File: src/rtl/tcr_pkg.sv
package tcr_pkg;

    // Synchronized level tracker for one interrupt pin
    typedef enum logic {
        PIN_HIGH = 1'b0,
        PIN_LOW  = 1'b1
    } pin_state_t;

    localparam int unsigned NUM_SRC  = 2;   // timers / pins
    localparam int unsigned REG_W    = 8;

    // bit positions, source i (0 or 1)
    function automatic int unsigned pos_type(input int unsigned i);
        return 2 * i;
    endfunction
    function automatic int unsigned pos_det(input int unsigned i);
        return 2 * i + 1;
    endfunction
    function automatic int unsigned pos_run(input int unsigned i);
        return 2 * i + 4;
    endfunction
    function automatic int unsigned pos_ovf(input int unsigned i);
        return 2 * i + 5;
    endfunction

endpackage

File: src/rtl/tcr_pin_sync.sv
module tcr_pin_sync #(
    parameter int unsigned STAGES = 2
) (
    input  logic clk,
    input  logic rst_n,
    input  logic pin_raw,
    output logic pin_sync
);
    logic [STAGES-1:0] chain;

    always_ff @(posedge clk or negedge rst_n) begin
        if (!rst_n) begin
            chain <= '1;               // idle level of an active-low pin
        end else begin
            chain <= {chain[STAGES-2:0], pin_raw};
        end
    end

    assign pin_sync = chain[STAGES-1];
endmodule

File: src/rtl/tcr_pin_fsm.sv
module tcr_pin_fsm
    import tcr_pkg::*;
(
    input  logic clk,
    input  logic rst_n,
    input  logic pin_sync,
    output logic fall_pulse,
    output logic low_level
);
    pin_state_t state_q, state_d;

    // state register
    always_ff @(posedge clk or negedge rst_n) begin
        if (!rst_n) begin
            state_q <= PIN_HIGH;
        end else begin
            state_q <= state_d;
        end
    end

    // transitions: FALL and RISE
    always_comb begin
        state_d = state_q;
        unique case (state_q)
            PIN_HIGH: if (!pin_sync) state_d = PIN_LOW;
            PIN_LOW:  if (pin_sync)  state_d = PIN_HIGH;
        endcase
    end

    // outputs
    always_comb begin
        fall_pulse = 1'b0;
        unique case (state_q)
            PIN_HIGH: fall_pulse = !pin_sync;
            PIN_LOW:  fall_pulse = 1'b0;
        endcase
        low_level = !pin_sync;
    end
endmodule

File: src/rtl/tcr_flag_cell.sv
module tcr_flag_cell (
    input  logic clk,
    input  logic rst_n,
    input  logic level_mode,
    input  logic level_val,
    input  logic hw_set,
    input  logic sw_we,
    input  logic sw_val,
    input  logic ack,
    output logic q
);
    // order: level tracking, hardware set, software write, acknowledge
    always_ff @(posedge clk or negedge rst_n) begin
        if (!rst_n) begin
            q <= 1'b0;
        end else if (level_mode) begin
            q <= level_val;
        end else if (hw_set) begin
            q <= 1'b1;
        end else if (sw_we) begin
            q <= sw_val;
        end else if (ack) begin
            q <= 1'b0;
        end
    end
endmodule

File: src/rtl/tcr_sfr.sv
module tcr_sfr
    import tcr_pkg::*;
#(
    parameter logic [7:0]  SFR_ADDR    = 8'h88,
    parameter int unsigned SYNC_STAGES = 2
) (
    input  logic       clk,
    input  logic       rst_n,
    input  logic [7:0] sfr_addr,
    input  logic [7:0] sfr_wdata,
    input  logic       sfr_we,
    input  logic [1:0] tmr_ovf,
    input  logic [1:0] ext_int_n,
    input  logic [3:0] vec_ack,
    output logic [7:0] sfr_rdata,
    output logic [1:0] tmr_run,
    output logic [3:0] irq
);
    logic             wr_hit;
    logic [REG_W-1:0] sfr_q;
    logic [1:0]       fall_ev;
    logic [1:0]       lvl_low;
    logic [1:0]       pin_s;

    assign wr_hit = sfr_we && (sfr_addr == SFR_ADDR);

    for (genvar i = 0; i < NUM_SRC; i++) begin : g_src
        localparam int unsigned PT = pos_type(i);
        localparam int unsigned PD = pos_det(i);
        localparam int unsigned PR = pos_run(i);
        localparam int unsigned PO = pos_ovf(i);

        logic type_q, run_q;

        // external pin path
        tcr_pin_sync #(.STAGES(SYNC_STAGES)) u_sync (
            .clk      (clk),
            .rst_n    (rst_n),
            .pin_raw  (ext_int_n[i]),
            .pin_sync (pin_s[i])
        );

        tcr_pin_fsm u_fsm (
            .clk        (clk),
            .rst_n      (rst_n),
            .pin_sync   (pin_s[i]),
            .fall_pulse (fall_ev[i]),
            .low_level  (lvl_low[i])
        );

        tcr_flag_cell u_det (
            .clk        (clk),
            .rst_n      (rst_n),
            .level_mode (!type_q),
            .level_val  (lvl_low[i]),
            .hw_set     (fall_ev[i]),
            .sw_we      (wr_hit),
            .sw_val     (sfr_wdata[PD]),
            .ack        (vec_ack[2*i]),
            .q          (sfr_q[PD])
        );

        // timer overflow flag
        tcr_flag_cell u_ovf (
            .clk        (clk),
            .rst_n      (rst_n),
            .level_mode (1'b0),
            .level_val  (1'b0),
            .hw_set     (tmr_ovf[i]),
            .sw_we      (wr_hit),
            .sw_val     (sfr_wdata[PO]),
            .ack        (vec_ack[2*i+1]),
            .q          (sfr_q[PO])
        );

        // software-only bits
        always_ff @(posedge clk or negedge rst_n) begin
            if (!rst_n) begin
                type_q <= 1'b0;
                run_q  <= 1'b0;
            end else if (wr_hit) begin
                type_q <= sfr_wdata[PT];
                run_q  <= sfr_wdata[PR];
            end
        end

        assign sfr_q[PT]    = type_q;
        assign sfr_q[PR]    = run_q;
        assign tmr_run[i]   = run_q;
        assign irq[2*i]     = sfr_q[PD];
        assign irq[2*i+1]   = sfr_q[PO];
    end

    assign sfr_rdata = (sfr_addr == SFR_ADDR) ? sfr_q : '0;
endmodule

File: config.mk
export PLATFORM = sky130hd
export DESIGN_NAME = tcr_sfr
export DESIGN_NICKNAME = d
export VERILOG_FILES = /design/src/rtl/tcr_pkg.sv /design/src/rtl/tcr_pin_sync.sv /design/src/rtl/tcr_pin_fsm.sv /design/src/rtl/tcr_flag_cell.sv /design/src/rtl/tcr_sfr.sv
export SDC_FILE = /design/constraint.sdc
export NUM_CORES = 1
export LEC_CHECK = 0
export BUFFER_PORTS_ARGS = -buffer_cell sky130_fd_sc_hd__buf_2
export CAP_MARGIN = 20
export CELL_PAD_IN_SITES_DETAIL_PLACEMENT = 0
export CELL_PAD_IN_SITES_GLOBAL_PLACEMENT = 1
export CORE_UTILIZATION = 30
export DETAILED_ROUTE_END_ITERATION = 6
export PLACE_DENSITY = 0.73
export RECOVER_POWER = 50
export SKIP_CTS_REPAIR_TIMING = 1
export SLEW_MARGIN = 20
export SYNTH_ARGS = -nofsm -noshare
export SYNTH_HDL_FRONTEND = slang
export SYNTH_HIERARCHICAL = 1
export SYNTH_SLANG_ARGS = --single-unit
File: constraint.sdc
create_clock -name clk -period 1.2 [get_ports clk]
set_input_delay 0.06 -clock clk [delete_from_list [all_inputs] [get_ports clk]]
set_output_delay 0.06 -clock clk [all_outputs]
set_load 0.02 [all_outputs]
# Word-level counts from Yosys, hierarchy flattened
# Cells that the tools add are included.
dict set report classes {
  add_sub_neg 0
  n_mul 0
  div_mod_pow 0
  order_cmp 0
  n_eq_ne 3
  shift 0
  muxes 19
  bitwise 2
  reduce_logical 5
}
# cell count
set ops {}
lappend ops {{2-to-1 mux 1 bit} 16}
lappend ops {{equality test 8 bit (second input constant)} 1}
lappend ops {{2-to-1 mux 8 bit} 1}
lappend ops {{!= test 4 x 2 -> 1 bit (second input constant)} 2}
lappend ops {{nonzero test 3 bit} 2}
lappend ops {{case mux 1 bit (2 select lines)} 2}
lappend ops {{zero test 1 bit} 2}
lappend ops {{NOT 1 bit} 2}
lappend ops {{logical AND 1 bit} 1}
dict set report word_totals {
  ff_bits 14
  latch_bits 0
  ram_bits 0
  mem_bits_ro 0
  in_bits 27
  out_inout_bits 14
  wordCells 41
  memories 0
}

# Logic depth before layout (Yosys ltp)
dict set report depth {
  ltp_word 5
  depth_mapped 5
  mapped_depth_nobuf 4
}

# By module
# Netlist, hierarchy kept.
# module instances cells_each area_per_inst_um2 seq_area_each_um2
set by_module_without_submodules {}
lappend by_module_without_submodules {tcr_sfr 1 27 312.8 100.1}
lappend by_module_without_submodules {tcr_flag_cell 4 5 52.6 25.0}
lappend by_module_without_submodules {tcr_pin_sync 2 2 52.6 52.6}
lappend by_module_without_submodules {tcr_pin_fsm 2 3 32.5 25.0}

# Least setup slack after synthesis
# No wires, ideal clock.
dict set report synth_timing {
  kind {input-to-output}
  start {input sfr_addr[1]}
  end {output sfr_rdata[0]}
  t_arrival_ns 1.206
  required_time_ns 1.140
  slack_ns -0.066
  stages 2
  path_buffers 0
  path_cell_list {or4_2 > nor3_1}
}
dict set report synth_between {
  elab_chain_cells 2
}
# element line_no
set synth_lines {}
lappend synth_lines {{start, declared} tcr_sfr.sv:9} ;# input logic [7:0] sfr_addr,
lappend synth_lines {{equality test 8 bit} tcr_sfr.sv:94} ;# assign sfr_rdata = (sfr_addr == SFR_ADDR) ? sfr_q : '0;
lappend synth_lines {{2-to-1 mux 8 bit} tcr_sfr.sv:94}
lappend synth_lines {{end, declared} tcr_sfr.sv:15} ;# output logic [7:0] sfr_rdata,
# No other way between the ends.

# Worst setup path after layout
dict set report layout_timing {
  start {input sfr_addr[6]}
  end {output sfr_rdata[2]}
}
# The elaborated chain is that of the path after synthesis.

==> metrics.txt <==
status completed; Worst EP required 1.14 ns; routed len/inst 11.43 um; final estimated routing congestion in global placement 0.7086; root buf cell clkbuf_4; CTS tree done; area occupied by multi-input gates 327.8 um^2; setup ws final 0.06898 ns; r2r endpoint g_src[1].u_det/q; Power Total 986.8 uW; Tightest Pin Transition 0.7284 ns; Lkg Pwr 0.5395 nW; Worst EP arrival 1.07 ns; Ant. Diodes 0; R2R cell count 3; synth warn 6; max_cap viols 0; # rows 17; CP Class input port to primary output; via count 624; post-synthesis sequential area ratio 0.5126; crit-path max FO 2; hold_ws 0.01632 ns; # IOs 41; Routed WL 1.577 mm; Tot GR Track Use 0.1361; Mean Syn Cell Area 12.16 um^2; f_max 884.2 MHz; number of distinct library cells after synthesis 19; worst hold stages 2; reg2reg start g_src[1].u_sync/chain[1]; CP Launch Type input port; nets@finish 138; Max stage delay on crit path 0.56 ns; Antenna Nets Post-Route 0; Final Hold Fails 0; largest net degree at the start of global routing 15; Mapped Cells 57; mapped cell area 693.2 um^2; vias in the first global route 557; drt drc 0; Final setup viols 0; Peak VDD IR 0.5568 mV; grt ovf 0; min cycle time layout 1.131 ns; area leader, netlist dfrtp_1; CP max-delay cell or4bb_1; H-tree depth 1; number of fill cells 222; R2R setup slack 0.22 ns; Worst Hold Class input port to register; CTS Sinks 14; most frequent cells in the layout buf_2 (37), dfrtp_1 (10), and3_2 (6), conb_1 (6), buf_4 (5); CP most frequent cell buf_2; Synth top area share 0.3610; number of synthesized register bits 14; Initial Util 0.3164; Tcrit/Tclk final 0.9425; delay-heaviest family, CP simple AND/OR/NAND/NOR gates; unrepaired setup endpoints after global routing no; CTS max path bufs 2; hold path endpoint g_src[1].type_q; total CTS buffers 3; synth top area cells dfrtp_1 (36%), dfstp_2 (15%), mux2_4 (8.7%); Area Overhead vs Synth 48.56%; most common cell after layout, fill and taps aside buf_2; Slew Viols, Final 0; skew final 0.0006057 ns; Die Ht 50.07 um; pre-CTS WS -0.1017 ns; hold_sp sfr_wdata[2]; Clock Pin Slew Worst Setup and Hold Paths 0.08 ns; die span in x 50.07 um; core area 2191 um^2; Register Area 355.3 um^2; dpl hpwl 1.228 mm; PD cells 958.3 nW/um^2; CP bufs+invs 2; headroom to the max-slew limit 0.5144; via/cell ratio 4.522; layout cells sized above 1 0.5818; CP endpoint kind primary output; drt pass-1 iters 3; first-pass GRT wire length 2.477 mm; Worst-Skew Late Latency 0.27 ns; PortBufs 40; critical path cell sequence buf_2, or4bb_1, nor3_2, buf_2; initial drt markers 3; initial antenna violation count 0; die area 2507 um^2
-- sequential cells by signal, indices dropped and copies added (netlist names) --
signal,count
g_src.run_q,2
g_src.type_q,2
g_src.u_det/q,2
g_src.u_fsm/state_q,2
g_src.u_ovf/q,2
g_src.u_sync/chain,4
-- synth_stat cells (all sizes together) --
cell type,instances
or4,1
nor2,2
mux2,4
buf,3
and3,7
a211oi,4
inv,4
or4bb,1
nor2b,4
dfstp,4
conb,1
nor4,1
dfrtp,10
and4bb,1
or3b,4
a21oi,4
nor3,2
-- cell type report --
class | count | area share
clock buffer | 4 | 0.03524
inverter | 4 | 0.01458
multi-input combinational | 41 | 0.3183
sequential | 14 | 0.3451
tap | 28 | 0.03402
timing repair buffer | 47 | 0.2527
-- power breakdown --
| part | leakage [nW] | internal (mW) | switching, mW |
|---|---|---|---|
| Clock | 0.0210 | 0.184 | 0.139 |
| Sequential | 0.165 | 0.502 | 0.0135 |
| Combinational | 0.353 | 0.0758 | 0.0722 |
-- per-layer routing --
layer	GRT usage	wire length, um	up-vias
li1	-	-	303
met4	0.08571	23	0
met3	0.03395	112	2
met2	0.2000	749	27
met5	0	0	-
met1	0.1756	691	292
-- metrics by stage --
stage	area [um^2]	cells	utilization	setup TNS, ns
detailed placement	950.9	131	0.4340	-0.5939
global placement	950.9	131	0.4340	-0.5586
CTS	987.2	135	0.4506	-0.1063
finish	1030	138	0.4700	0
floorplan	711.9	62	-	-0.1313
global route	1030	138	0.4700	0
-- cell families (layout without fill, tap and decap cells) --
group,Yosys count,in the layout,share of synthesized area
mux,4,4,0.08665
simple gates,23,23,0.2635
buf+inv,7,55,0.05955
compound gates,8,8,0.07221
flops,14,14,0.5126
other cells,1,6,0.005410
-- worst max-delay path by stage --
stage,from,end,slack (ns),cells after the start
2_1_floorplan,sfr_addr[1],sfr_rdata[0],-0.07,2
3_3_place_gp,sfr_addr[7],g_src[1].u_ovf/q,-0.09,6
3_5_place_dp,sfr_addr[7],g_src[0].u_ovf/q,-0.10,6
4_1_cts,sfr_addr[1],sfr_rdata[2],-0.05,4
5_1_grt,g_src[1].type_q,sfr_rdata[2],0.01,3
6_report,sfr_addr[6],sfr_rdata[2],0.07,4
Note: power is estimated with default switching activity, not from simulation.
